[src/rtl/vwr_pkg.sv]
package vwr_pkg;

    // Number of fractional bits used by the per-pixel gain.
    localparam int VWR_GAIN_FRAC_DEF = 8;

    // Selects the blanking level and the arithmetic of a component lane.
    typedef enum logic {
        CH_LUMA   = 1'b0,
        CH_CHROMA = 1'b1
    } ch_kind_e;

    // Counter comparison results that steer the window flag.
    typedef struct packed {
        logic set_hit;
        logic clr_hit;
    } win_hits_t;

    // Gain of a ramp level, in units of 2**-frac.
    // Level 0 is blank, levels 1..len are odd eighths (for len = 4), above len is full.
    function automatic int ramp_gain(input int lvl, input int len, input int frac);
        if (lvl <= 0) begin
            return 0;
        end
        if (lvl > len) begin
            return 1 << frac;
        end
        return ((2 * lvl - 1) << frac) / (2 * len);
    endfunction

endpackage

[src/rtl/vwr_window.sv]
module vwr_window
    import vwr_pkg::*;
#(
    parameter int HW = 12
) (
    input  logic          clk,
    input  logic          rst,
    input  logic          pix_en,
    input  logic [HW-1:0] hcount,
    input  logic [HW-1:0] start_cnt,
    input  logic [HW-1:0] end_cnt,
    output logic          win_q
);

    win_hits_t hits;

    always_comb begin
        hits.set_hit = (hcount == start_cnt);
        hits.clr_hit = (hcount == end_cnt);
    end

    // Opening match has priority over closing match.
    always_ff @(posedge clk) begin
        if (rst) begin
            win_q <= 1'b0;
        end else if (pix_en) begin
            if (hits.set_hit) begin
                win_q <= 1'b1;
            end else if (hits.clr_hit) begin
                win_q <= 1'b0;
            end
        end
    end

endmodule

[src/rtl/vwr_ramp.sv]
module vwr_ramp
    import vwr_pkg::*;
#(
    parameter  int RAMP_LEN  = 4,
    parameter  int GAIN_FRAC = VWR_GAIN_FRAC_DEF,
    localparam int LVL_MAX   = RAMP_LEN + 1,
    localparam int LVL_W     = $clog2(LVL_MAX + 1),
    localparam int GW        = GAIN_FRAC + 1
) (
    input  logic             clk,
    input  logic             rst,
    input  logic             pix_en,
    input  logic             target,
    output logic [LVL_W-1:0] level_q,
    output logic [GW-1:0]    gain_nxt
);

    logic [LVL_W-1:0] level_nxt;

    always_comb begin
        level_nxt = level_q;
        if (target && (level_q != LVL_W'(LVL_MAX))) begin
            level_nxt = level_q + 1'b1;
        end else if (!target && (level_q != '0)) begin
            level_nxt = level_q - 1'b1;
        end
        gain_nxt = GW'(ramp_gain(int'(level_nxt), RAMP_LEN, GAIN_FRAC));
    end

    always_ff @(posedge clk) begin
        if (rst) begin
            level_q <= '0;
        end else if (pix_en) begin
            level_q <= level_nxt;
        end
    end

endmodule

[src/rtl/vwr_scale.sv]
module vwr_scale
    import vwr_pkg::*;
#(
    parameter  int       DW        = 10,
    parameter  int       GAIN_FRAC = VWR_GAIN_FRAC_DEF,
    parameter  ch_kind_e KIND      = CH_LUMA,
    localparam int       GW        = GAIN_FRAC + 1
) (
    input  logic          clk,
    input  logic          rst,
    input  logic          pix_en,
    input  logic [DW-1:0] din,
    input  logic [GW-1:0] gain,
    output logic [DW-1:0] dout
);

    localparam int PW = DW + GW + 2;
    localparam logic signed [PW-1:0] MID_S  = PW'(2 ** (DW - 1));
    localparam logic signed [PW-1:0] HALF_S = PW'(2 ** (GAIN_FRAC - 1));
    localparam logic [DW-1:0] RST_VAL = (KIND == CH_CHROMA) ? DW'(2 ** (DW - 1)) : '0;

    logic signed [PW-1:0] s_in;
    logic signed [PW-1:0] s_gain;
    logic signed [PW-1:0] s_prod;
    logic signed [PW-1:0] s_rnd;
    logic signed [PW-1:0] s_res;
    logic        [DW-1:0] d_nxt;

    // Chroma is scaled about mid-scale, luma about zero; both round half up.
    always_comb begin
        s_in = $signed({{(PW - DW){1'b0}}, din});
        if (KIND == CH_CHROMA) begin
            s_in = s_in - MID_S;
        end
        s_gain = $signed({{(PW - GW){1'b0}}, gain});
        s_prod = s_in * s_gain;
        s_rnd  = (s_prod + HALF_S) >>> GAIN_FRAC;
        s_res  = (KIND == CH_CHROMA) ? (s_rnd + MID_S) : s_rnd;
        d_nxt  = DW'(s_res);
    end

    always_ff @(posedge clk) begin
        if (rst) begin
            dout <= RST_VAL;
        end else if (pix_en) begin
            dout <= d_nxt;
        end
    end

endmodule

[src/rtl/vwr_win_ramp.sv]
module vwr_win_ramp
    import vwr_pkg::*;
#(
    parameter int HW        = 12,
    parameter int DW        = 10,
    parameter int RAMP_LEN  = 4,
    parameter int GAIN_FRAC = VWR_GAIN_FRAC_DEF
) (
    input  logic          clk,
    input  logic          rst,
    input  logic          pix_en,
    input  logic [HW-1:0] hcount,
    input  logic [HW-1:0] start_cnt,
    input  logic [HW-1:0] end_cnt,
    input  logic          dir_sel,
    input  logic          win_pin_in,
    output logic          win_pin_out,
    output logic          win_pin_oe,
    input  logic [DW-1:0] y_in,
    input  logic [DW-1:0] cb_in,
    input  logic [DW-1:0] cr_in,
    output logic [DW-1:0] y_out,
    output logic [DW-1:0] cb_out,
    output logic [DW-1:0] cr_out,
    output logic          win_int
);

    localparam int LVL_MAX = RAMP_LEN + 1;
    localparam int LVL_W   = $clog2(LVL_MAX + 1);
    localparam int GW      = GAIN_FRAC + 1;
    localparam int NCH     = 3;

    logic             win_q;
    logic             target;
    logic [LVL_W-1:0] level_q;
    logic [GW-1:0]    gain_nxt;
    logic [DW-1:0]    lane_in  [NCH];
    logic [DW-1:0]    lane_out [NCH];

    vwr_window #(.HW(HW)) u_window (
        .clk       (clk),
        .rst       (rst),
        .pix_en    (pix_en),
        .hcount    (hcount),
        .start_cnt (start_cnt),
        .end_cnt   (end_cnt),
        .win_q     (win_q)
    );

    // The pin can only keep the picture blanked; it never opens the window.
    assign target = win_q & (~dir_sel | win_pin_in);

    vwr_ramp #(.RAMP_LEN(RAMP_LEN), .GAIN_FRAC(GAIN_FRAC)) u_ramp (
        .clk      (clk),
        .rst      (rst),
        .pix_en   (pix_en),
        .target   (target),
        .level_q  (level_q),
        .gain_nxt (gain_nxt)
    );

    assign lane_in[0] = y_in;
    assign lane_in[1] = cb_in;
    assign lane_in[2] = cr_in;

    for (genvar i = 0; i < NCH; i++) begin : g_lane
        vwr_scale #(
            .DW        (DW),
            .GAIN_FRAC (GAIN_FRAC),
            .KIND      ((i == 0) ? CH_LUMA : CH_CHROMA)
        ) u_scale (
            .clk    (clk),
            .rst    (rst),
            .pix_en (pix_en),
            .din    (lane_in[i]),
            .gain   (gain_nxt),
            .dout   (lane_out[i])
        );
    end

    assign y_out       = lane_out[0];
    assign cb_out      = lane_out[1];
    assign cr_out      = lane_out[2];
    assign win_int     = win_q;
    assign win_pin_out = win_q;
    assign win_pin_oe  = ~dir_sel;

endmodule

[config.mk]
export PLATFORM = sky130hd
export DESIGN_NAME = vwr_win_ramp
export DESIGN_NICKNAME = d
export VERILOG_FILES = /design/src/rtl/vwr_pkg.sv /design/src/rtl/vwr_window.sv /design/src/rtl/vwr_ramp.sv /design/src/rtl/vwr_scale.sv /design/src/rtl/vwr_win_ramp.sv
export SDC_FILE = /design/constraint.sdc
export NUM_CORES = 1
export LEC_CHECK = 0
export ABC_CLOCK_PERIOD_IN_PS = 7800
export BUFFER_PORTS_ARGS = -buffer_cell sky130_fd_sc_hd__buf_2
export CAP_MARGIN = 10
export CORE_ASPECT_RATIO = 1.5
export CORE_MARGIN = 1.5
export CORE_UTILIZATION = 56
export DETAILED_ROUTE_END_ITERATION = 6
export GPL_ROUTABILITY_DRIVEN = 1
export GPL_TIMING_DRIVEN = 0
export HOLD_SLACK_MARGIN = 0.12
export PLACE_DENSITY = 0.8
export RECOVER_POWER = 25
export SYNTH_ARGS = -nofsm -noshare
export SYNTH_HDL_FRONTEND = slang
export SYNTH_HIERARCHICAL = 1
export SYNTH_SLANG_ARGS = --single-unit
[constraint.sdc]
create_clock -name clk -period 7.8 [get_ports clk]
set_input_delay 0 -clock clk [delete_from_list [all_inputs] [get_ports clk]]
set_output_delay 0 -clock clk [all_outputs]
set_load 0.05 [all_outputs]
; Word-level counts from Yosys, hierarchy flattened
; Cells that the tools add are included.
[totals]
ff_bits = 34
latch_bits = 0
mem_bits_rw = 0
mem_bits_ro = 0
inputBits = 71
elab_cells = 42
mem_count = 0
[op_classes]
add_sub_neg = 10
n_mul = 3
div = 0
magnitude_cmp = 2
eq_ne = 3
shift = 0
muxes = 10
bitwise = 3
n_reduce_logical = 6
[op_table]
columns = op, n
row1 = "adder 18 x 9 -> 18 bit, second input constant", 3
row2 = multiplier 21 x 10 -> 18 bit, 2
row3 = two-way mux 9 bit, 3
row4 = == test 12 bit, 2
row5 = "subtractor 10 x 10 -> 11 bit, second input constant", 2
row6 = "adder 10 bit, second input constant", 2
row7 = multiplier 10 x 9 -> 18 bit, 1
row8 = two-way mux 3 bit, 2
row9 = two-way mux 1 bit, 5
row10 = "subtractor 4 x 1 -> 4 bit, second input constant", 1
row11 = "adder 3 x 1 -> 3 bit, second input constant", 1
row12 = "> comparator 3 bit, second input constant", 1
row13 = "less-or-equal comparator 3 x 1 -> 1 bit, second input constant", 1
row14 = "!= test 3 bit, second input constant", 1
row15 = nonzero test 3 bit, 1
row16 = "subtractor 3 x 1 -> 3 bit, second input constant", 1
row17 = logical AND 1 bit, 2
row18 = AND reduction 2 bit, 1
row19 = nonzero test 2 bit, 1
row20 = AND 1 bit, 1
row21 = logical NOT 1 bit, 1
row22 = NOT 1 bit, 1
row23 = bitwise OR 1 bit, 1

; Depth between registers and ports, before layout
[logic_depth]
depth_word = 15
depth_mapped = 31
depth_no_buf = 29

; Hierarchy
; Netlist, hierarchy kept.
[by_module_without_submodules]
columns = module, n_inst, cells_per_inst, area_each_um2, seq_area_each_um2
row1 = vwr_scale at g_lane[1].u_scale, 1, 415, 3783.6, 200.2
row2 = vwr_scale at g_lane[2].u_scale, 1, 403, 3668.5, 200.2
row3 = vwr_scale at g_lane[0].u_scale, 1, 361, 3214.3, 200.2
row4 = vwr_ramp, 1, 53, 434.2, 60.1
row5 = vwr_window, 1, 36, 304.0, 20.0
row6 = vwr_win_ramp, 1, 3, 18.8, 0.0

; Least setup slack after synthesis
; Ideal clock, no wire load.
[synth_timing]
path_type = register to register
from = register u_window.win_q
to = register g_lane[1].u_scale.dout[7]
setup_time_ps = 121
arrival_time_ps = 6649
required_ps = 7679
setup_slack_ps = 1031
path_stages_with_launch = 29
synth_period_minus_slack_ps = 6769
path_cell_list = dfxtp_1 > o21a_1 > buf_6 > nor3b_2 > or4_1 > nand3b_1 > ha_1 > inv_1 > ha_1 > nor2_1 > and3_1 > clkbuf_1 > and2_1 > fa_1 > inv_1 > fa_1 > inv_1 > fa_1 > fa_1 > inv_1 > fa_1 > inv_1 > ha_1 > o21a_1 > o21ai_1 > a31oi_1 > a21boi_2 > a211oi_1 > o31ai_1
[synth_between]
elab_chain_cells = 13
[synth_rtl]
columns = element, line_no
row1 = from (decl), vwr_window.sv:12  ; output logic win_q
row2 = from (signal assigned), vwr_window.sv:25  ; win_q <= 1'b0;
row3 = from (signal assigned), vwr_window.sv:28  ; win_q <= 1'b1;
row4 = from (signal assigned), vwr_window.sv:30  ; win_q <= 1'b0;
row5 = AND 1 bit *, vwr_win_ramp.sv:51  ; assign target = win_q & (~dir_sel | win_pin_in);
row6 = via target, vwr_win_ramp.sv:34  ; logic target;
row7 = logical NOT 1 bit, vwr_ramp.sv:24  ; end else if (!target && (level_q != '0)) begin
row8 = logical AND 1 bit, vwr_ramp.sv:24
row9 = two-way mux 3 bit, vwr_ramp.sv:24
row10 = two-way mux 3 bit *, vwr_ramp.sv:22  ; if (target && (level_q != LVL_W'(LVL_MAX))) begin
row11 = > comparator 3 bit, vwr_pkg.sv:24  ; if (lvl > len) begin
row12 = two-way mux 1 bit (2 in series), vwr_pkg.sv:24
row13 = two-way mux 9 bit, vwr_pkg.sv:27  ; return ((2 * lvl - 1) << frac) / (2 * len);
row14 = two-way mux 9 bit *, vwr_pkg.sv:24
row15 = via gain_nxt[8], vwr_win_ramp.sv:36  ; logic [GW-1:0] gain_nxt;
row16 = multiplier 21 x 10 -> 18 bit *, vwr_scale.sv:36  ; s_prod = s_in * s_gain;
row17 = adder 18 x 9 -> 18 bit *, vwr_scale.sv:37  ; s_rnd = (s_prod + HALF_S) >>> GAIN_FRAC;
row18 = adder 10 bit *, vwr_scale.sv:38  ; s_res = (KIND == CH_CHROMA) ? (s_rnd + MID_S) : s_rnd;
row19 = to (signal assigned), vwr_scale.sv:46  ; dout <= d_nxt;
row20 = to (decl), vwr_scale.sv:14  ; output logic [DW-1:0] dout
; The timed path passes the listed nets; every way through them passes the cells marked *. The select of a mux whose other input is x is not followed.
; A chain may end at the register's enable or synchronous reset.

; Final worst setup path
[layout_timing]
from = register u_ramp.level_q[0]
to = register g_lane[2].u_scale.dout[9]
[layout_between]
elab_chain_cells = 12
[layout_rtl]
columns = element, line_no
row1 = from (decl), vwr_ramp.sv:14  ; output logic [LVL_W-1:0] level_q,
row2 = from (signal assigned), vwr_ramp.sv:34  ; level_q <= level_nxt;
row3 = branches (longest 3 deep; another with subtractor 3 x 1 -> 3 bit), n/a
row4 = two-way mux 3 bit *, vwr_ramp.sv:22
row5 = > comparator 3 bit, vwr_pkg.sv:24
row6 = two-way mux 1 bit (2 in series), vwr_pkg.sv:24
row7 = two-way mux 9 bit, vwr_pkg.sv:27
row8 = two-way mux 9 bit *, vwr_pkg.sv:24
row9 = via gain_nxt[6], vwr_win_ramp.sv:36
row10 = multiplier 21 x 10 -> 18 bit *, vwr_scale.sv:36
row11 = adder 18 x 9 -> 18 bit *, vwr_scale.sv:37
row12 = adder 10 bit *, vwr_scale.sv:38
row13 = to (signal assigned), vwr_scale.sv:46
row14 = to (decl), vwr_scale.sv:14
; Mark *: on every way through the listed nets, which the timed path passes. The select of a mux whose other input is x is not followed.

==> summary.md <==
| Metric | Value |
|---|---|
| Die X | `roughly 120 um` |
| Syn_area_per_cell | `around 9.0 um^2` |
| TNS Setup | `0 ns` |
| CTS HTree Levels | `2` |
| FFs w/ async S/R, synth | `0%` |
| Fmax achieved | `between 100 and 150 MHz` |
| Diodes inserted | `0` |
| Global route overflow | `0` |
| Syn Std Cell Area | `roughly 11000 um^2` |
| Initial antenna violation count | `0` |
| Worst EP required | `7.96 ns` |
| Setup CP Type | `flop to flop` |
| Multi-input gate area | `around 9600 um^2` |
| Final Setup Violations | `0` |
| Post-CTS Setup Bufs | `0` |
| Final #Nets | `1800` |
| 1st-iter DRT viols | `around 330` |
| Drt drc | `0` |
| Worst min path class | `input pin to flop` |
| Port Buf Inserts | `94` |
| Clk buf depth | `2` |
| Clk Latency, worst-skew pair | `~0.28 ns` |
| Top_reg_cell synth | `dfxtp_1` |
| Worst reg2reg path startpoint | `u_ramp/level_q[0]` |
| R2R depth | `26` |
| Worst EP arrival | `about 7.6 ns` |
| Boundary Pins | `roughly 100` |
| Die Height | `between 150 and 200 um` |
| Vias per Instance | `between 5 and 6` |
| Status | `complete, no violations` |
| Largest net degree at the start of global routing | `22` |
| Worst Path Max Fanout | `10` |
| Sequential area share after synthesis | `~6%` |
| Max Cap Viol | `0` |
| Crit. End Element | `flop` |
| Hold path endpoint | `u_ramp/level_q[0]` |
| Area of all sequential standard cells | `between 600 and 700 um^2` |
| Final period util | `between 90% and 100%` |
| Clock Sinks | `34` |
| Routed wire length | `around 25 mm` |
| CTS root buffer | `clkbuf_16` |
| Top post-synthesis cells by area | `fa_1, ha_1, inv_1` |
| TritonCTS Buffers | `5` |
| CTS tree | `built` |
| Vias in the first global route | `approximately 9600` |
| Yosys warns | `6` |
| Worst-Margin Slew | `~0.77 ns` |
| Slew Limit Fails | `0` |
| Post-synthesis cell type count | `81` |
| Layout cells sized above 1 | `9.92%` |
| Flop-to-flop setup slack | `0.38 ns` |
| Hold path cells | `2` |
| Post-synthesis instance total | `approximately 1300` |
| Yosys reg bits | `34` |
| Commonest non-fill, non-tap cell in the layout | `inv_1` |
| Core ar. | `19900 um^2` |
| Starting Density | `57.5%` |
| GP Congestion | `0.877` |
| Global-route wire length before repair | `~43 mm` |
| Clock Skew | `0.00192 ns` |
| ANT nets after route | `0` |
| Die Area | `21300 um^2` |
| Beginning of the worst hold path | `rst` |
| Worst-path clk slew | `0.06 ns` |
| Pre-antenna DRT Iters | `6` |
| Most frequent cells in the layout | `inv_1, fa_1, ha_1, nand2_1, and2_1` |
| Reg2reg end | `g_lane[2].u_scale/dout[9]` |
| Row cnt | `63` |
| EDFF count, synth | `0` |
| Area delta synth->final | `8.64%` |
| DR vias | `9003` |
| Endpoints failing hold | `0` |
| Cell taking the most area after synthesis | `fa_1` |
| Normalized max-slew margin | `~49%` |
| CP startpoint kind | `flop` |
| HPWL Detailed | `21.6 mm` |
| Fillcell total | `between 1500 and 2000` |
| Worst hold-check slack | `roughly 0.16 ns` |
| Min cycle time layout | `~7.4 ns` |
| RSZ-0062 raised after global routing | `false` |
| Overall Global Routing Usage | `roughly a quarter` |
| Post-DR wirelength/cell | `15.5 um` |
| Post-synth top area share | `between 30% and 40%` |
==> critical path, cell delays in order (launching register included) <==
cell and delay [ns]:
dfxtp_1 0.40, inv_1 0.09, ha_1 0.35, nor3b_2 0.17, or4_1 0.55, nand3b_1 0.20
ha_1 0.21, ha_1 0.21, nor2_1 0.10, and3_1 0.30, clkbuf_1 0.47, nand2_1 0.15
fa_1 0.52, inv_1 0.06, fa_1 0.57, fa_1 0.43, fa_1 0.50, inv_1 0.05
fa_1 0.47, inv_1 0.04, ha_1 0.35, a21o_1 0.20, a21o_1 0.18, a21o_1 0.20
a221oi_2 0.29, xnor2_1 0.16, o21ai_1 0.07
==> metal layers <==
layer	up-vias	part of all wire, %	track usage, %
li1	4191	-	-
met1	4522	37	28.3
met2	217	55	47.8
met3	73	4.1	2.28
met4	0	4.0	11.6
met5	-	0	0
==> cells by family after synthesis <==
| group | share of synthesized area [%] |
|---|---|
| simple gates | 18.3 |
| fa+ha+maj | 51.5 |
| buf+inv | 10.5 |
| compound gates | 8.12 |
| xor+xnor | 4.91 |
| flops | 5.96 |
| mux | 0.701 |
| other cells | 0.0328 |
==> through the flow <==
| step | utilization, % | std cells | cell area, um^2 | setup slack [ns] |
|---|---|---|---|---|
| finish | 62.5 | 1641 | 12400 | 0.378 |
| global route | 62.5 | 1641 | 12400 | 0.0207 |
| CTS | 62.5 | 1641 | 12400 | 0.0605 |
| detailed placement | 61.6 | 1629 | 12200 | 0.119 |
| global placement | 61.6 | 1629 | 12200 | 0.250 |
| floorplan | - | 1275 | 11400 | 1.03 |
==> cells in the mapped netlist, types with 7 or more instances <==
library cell / number
nor2_1: 18
nand4_1: 7
and2_1: 122
xnor2_1: 47
and3_1: 8
mux2i_1: 8
and2_2: 9
a21oi_1: 20
inv_1: 262
xor2_1: 17
fa_1: 202
o21ai_0: 7
nand3_1: 11
nand2_1: 141
ha_1: 147
o21ai_1: 11
clkbuf_1: 34
nand2b_1: 13
a21o_1: 11
nor3_1: 12
dfxtp_1: 34
==> worst max-delay path by stage <==
stage,from,end,slack (ns),cells after the start
after floorplan,u_window/win_q,g_lane[1].u_scale/dout[7],1.03,28
after global placement,u_ramp/level_q[0],g_lane[1].u_scale/dout[8],0.25,22
after detailed placement,u_ramp/level_q[0],g_lane[1].u_scale/dout[7],0.12,24
after CTS,u_ramp/level_q[0],g_lane[1].u_scale/dout[7],0.06,24
after global routing,u_ramp/level_q[0],g_lane[1].u_scale/dout[9],0.02,25
final,u_ramp/level_q[0],g_lane[2].u_scale/dout[9],0.38,26
==> repair_timing <==
| action | CTS | global route |
|---|---|---|
| resized for setup | 0 | 4 |
| hold endpoints to repair | 1 | 0 |
| hold buffers | 4 | 0 |
| endpoints found under the setup margin | 0 | 13 |
==> layout make-up <==
| class | count | share of cell area (%) |
|---|---|---|
| clock buffer | 7 | 1.15 |
| buffer | 47 | 1.73 |
| timing repair buffer | 98 | 3.95 |
| clock inverter | 1 | 0.0403 |
| multi-input combinational | 931 | 77.1 |
| sequential | 34 | 5.48 |
| inverter | 263 | 7.95 |
| tap | 260 | 2.62 |
==> flip-flops by register name, summed over array words and instances (netlist names) <==
name / cells
u_ramp/level_q: 3
g_lane.u_scale/dout: 30
u_window/win_q: 1
Power is not shown: default switching activity piles up to over one toggle a cycle in this logic, so the estimate is an artifact.
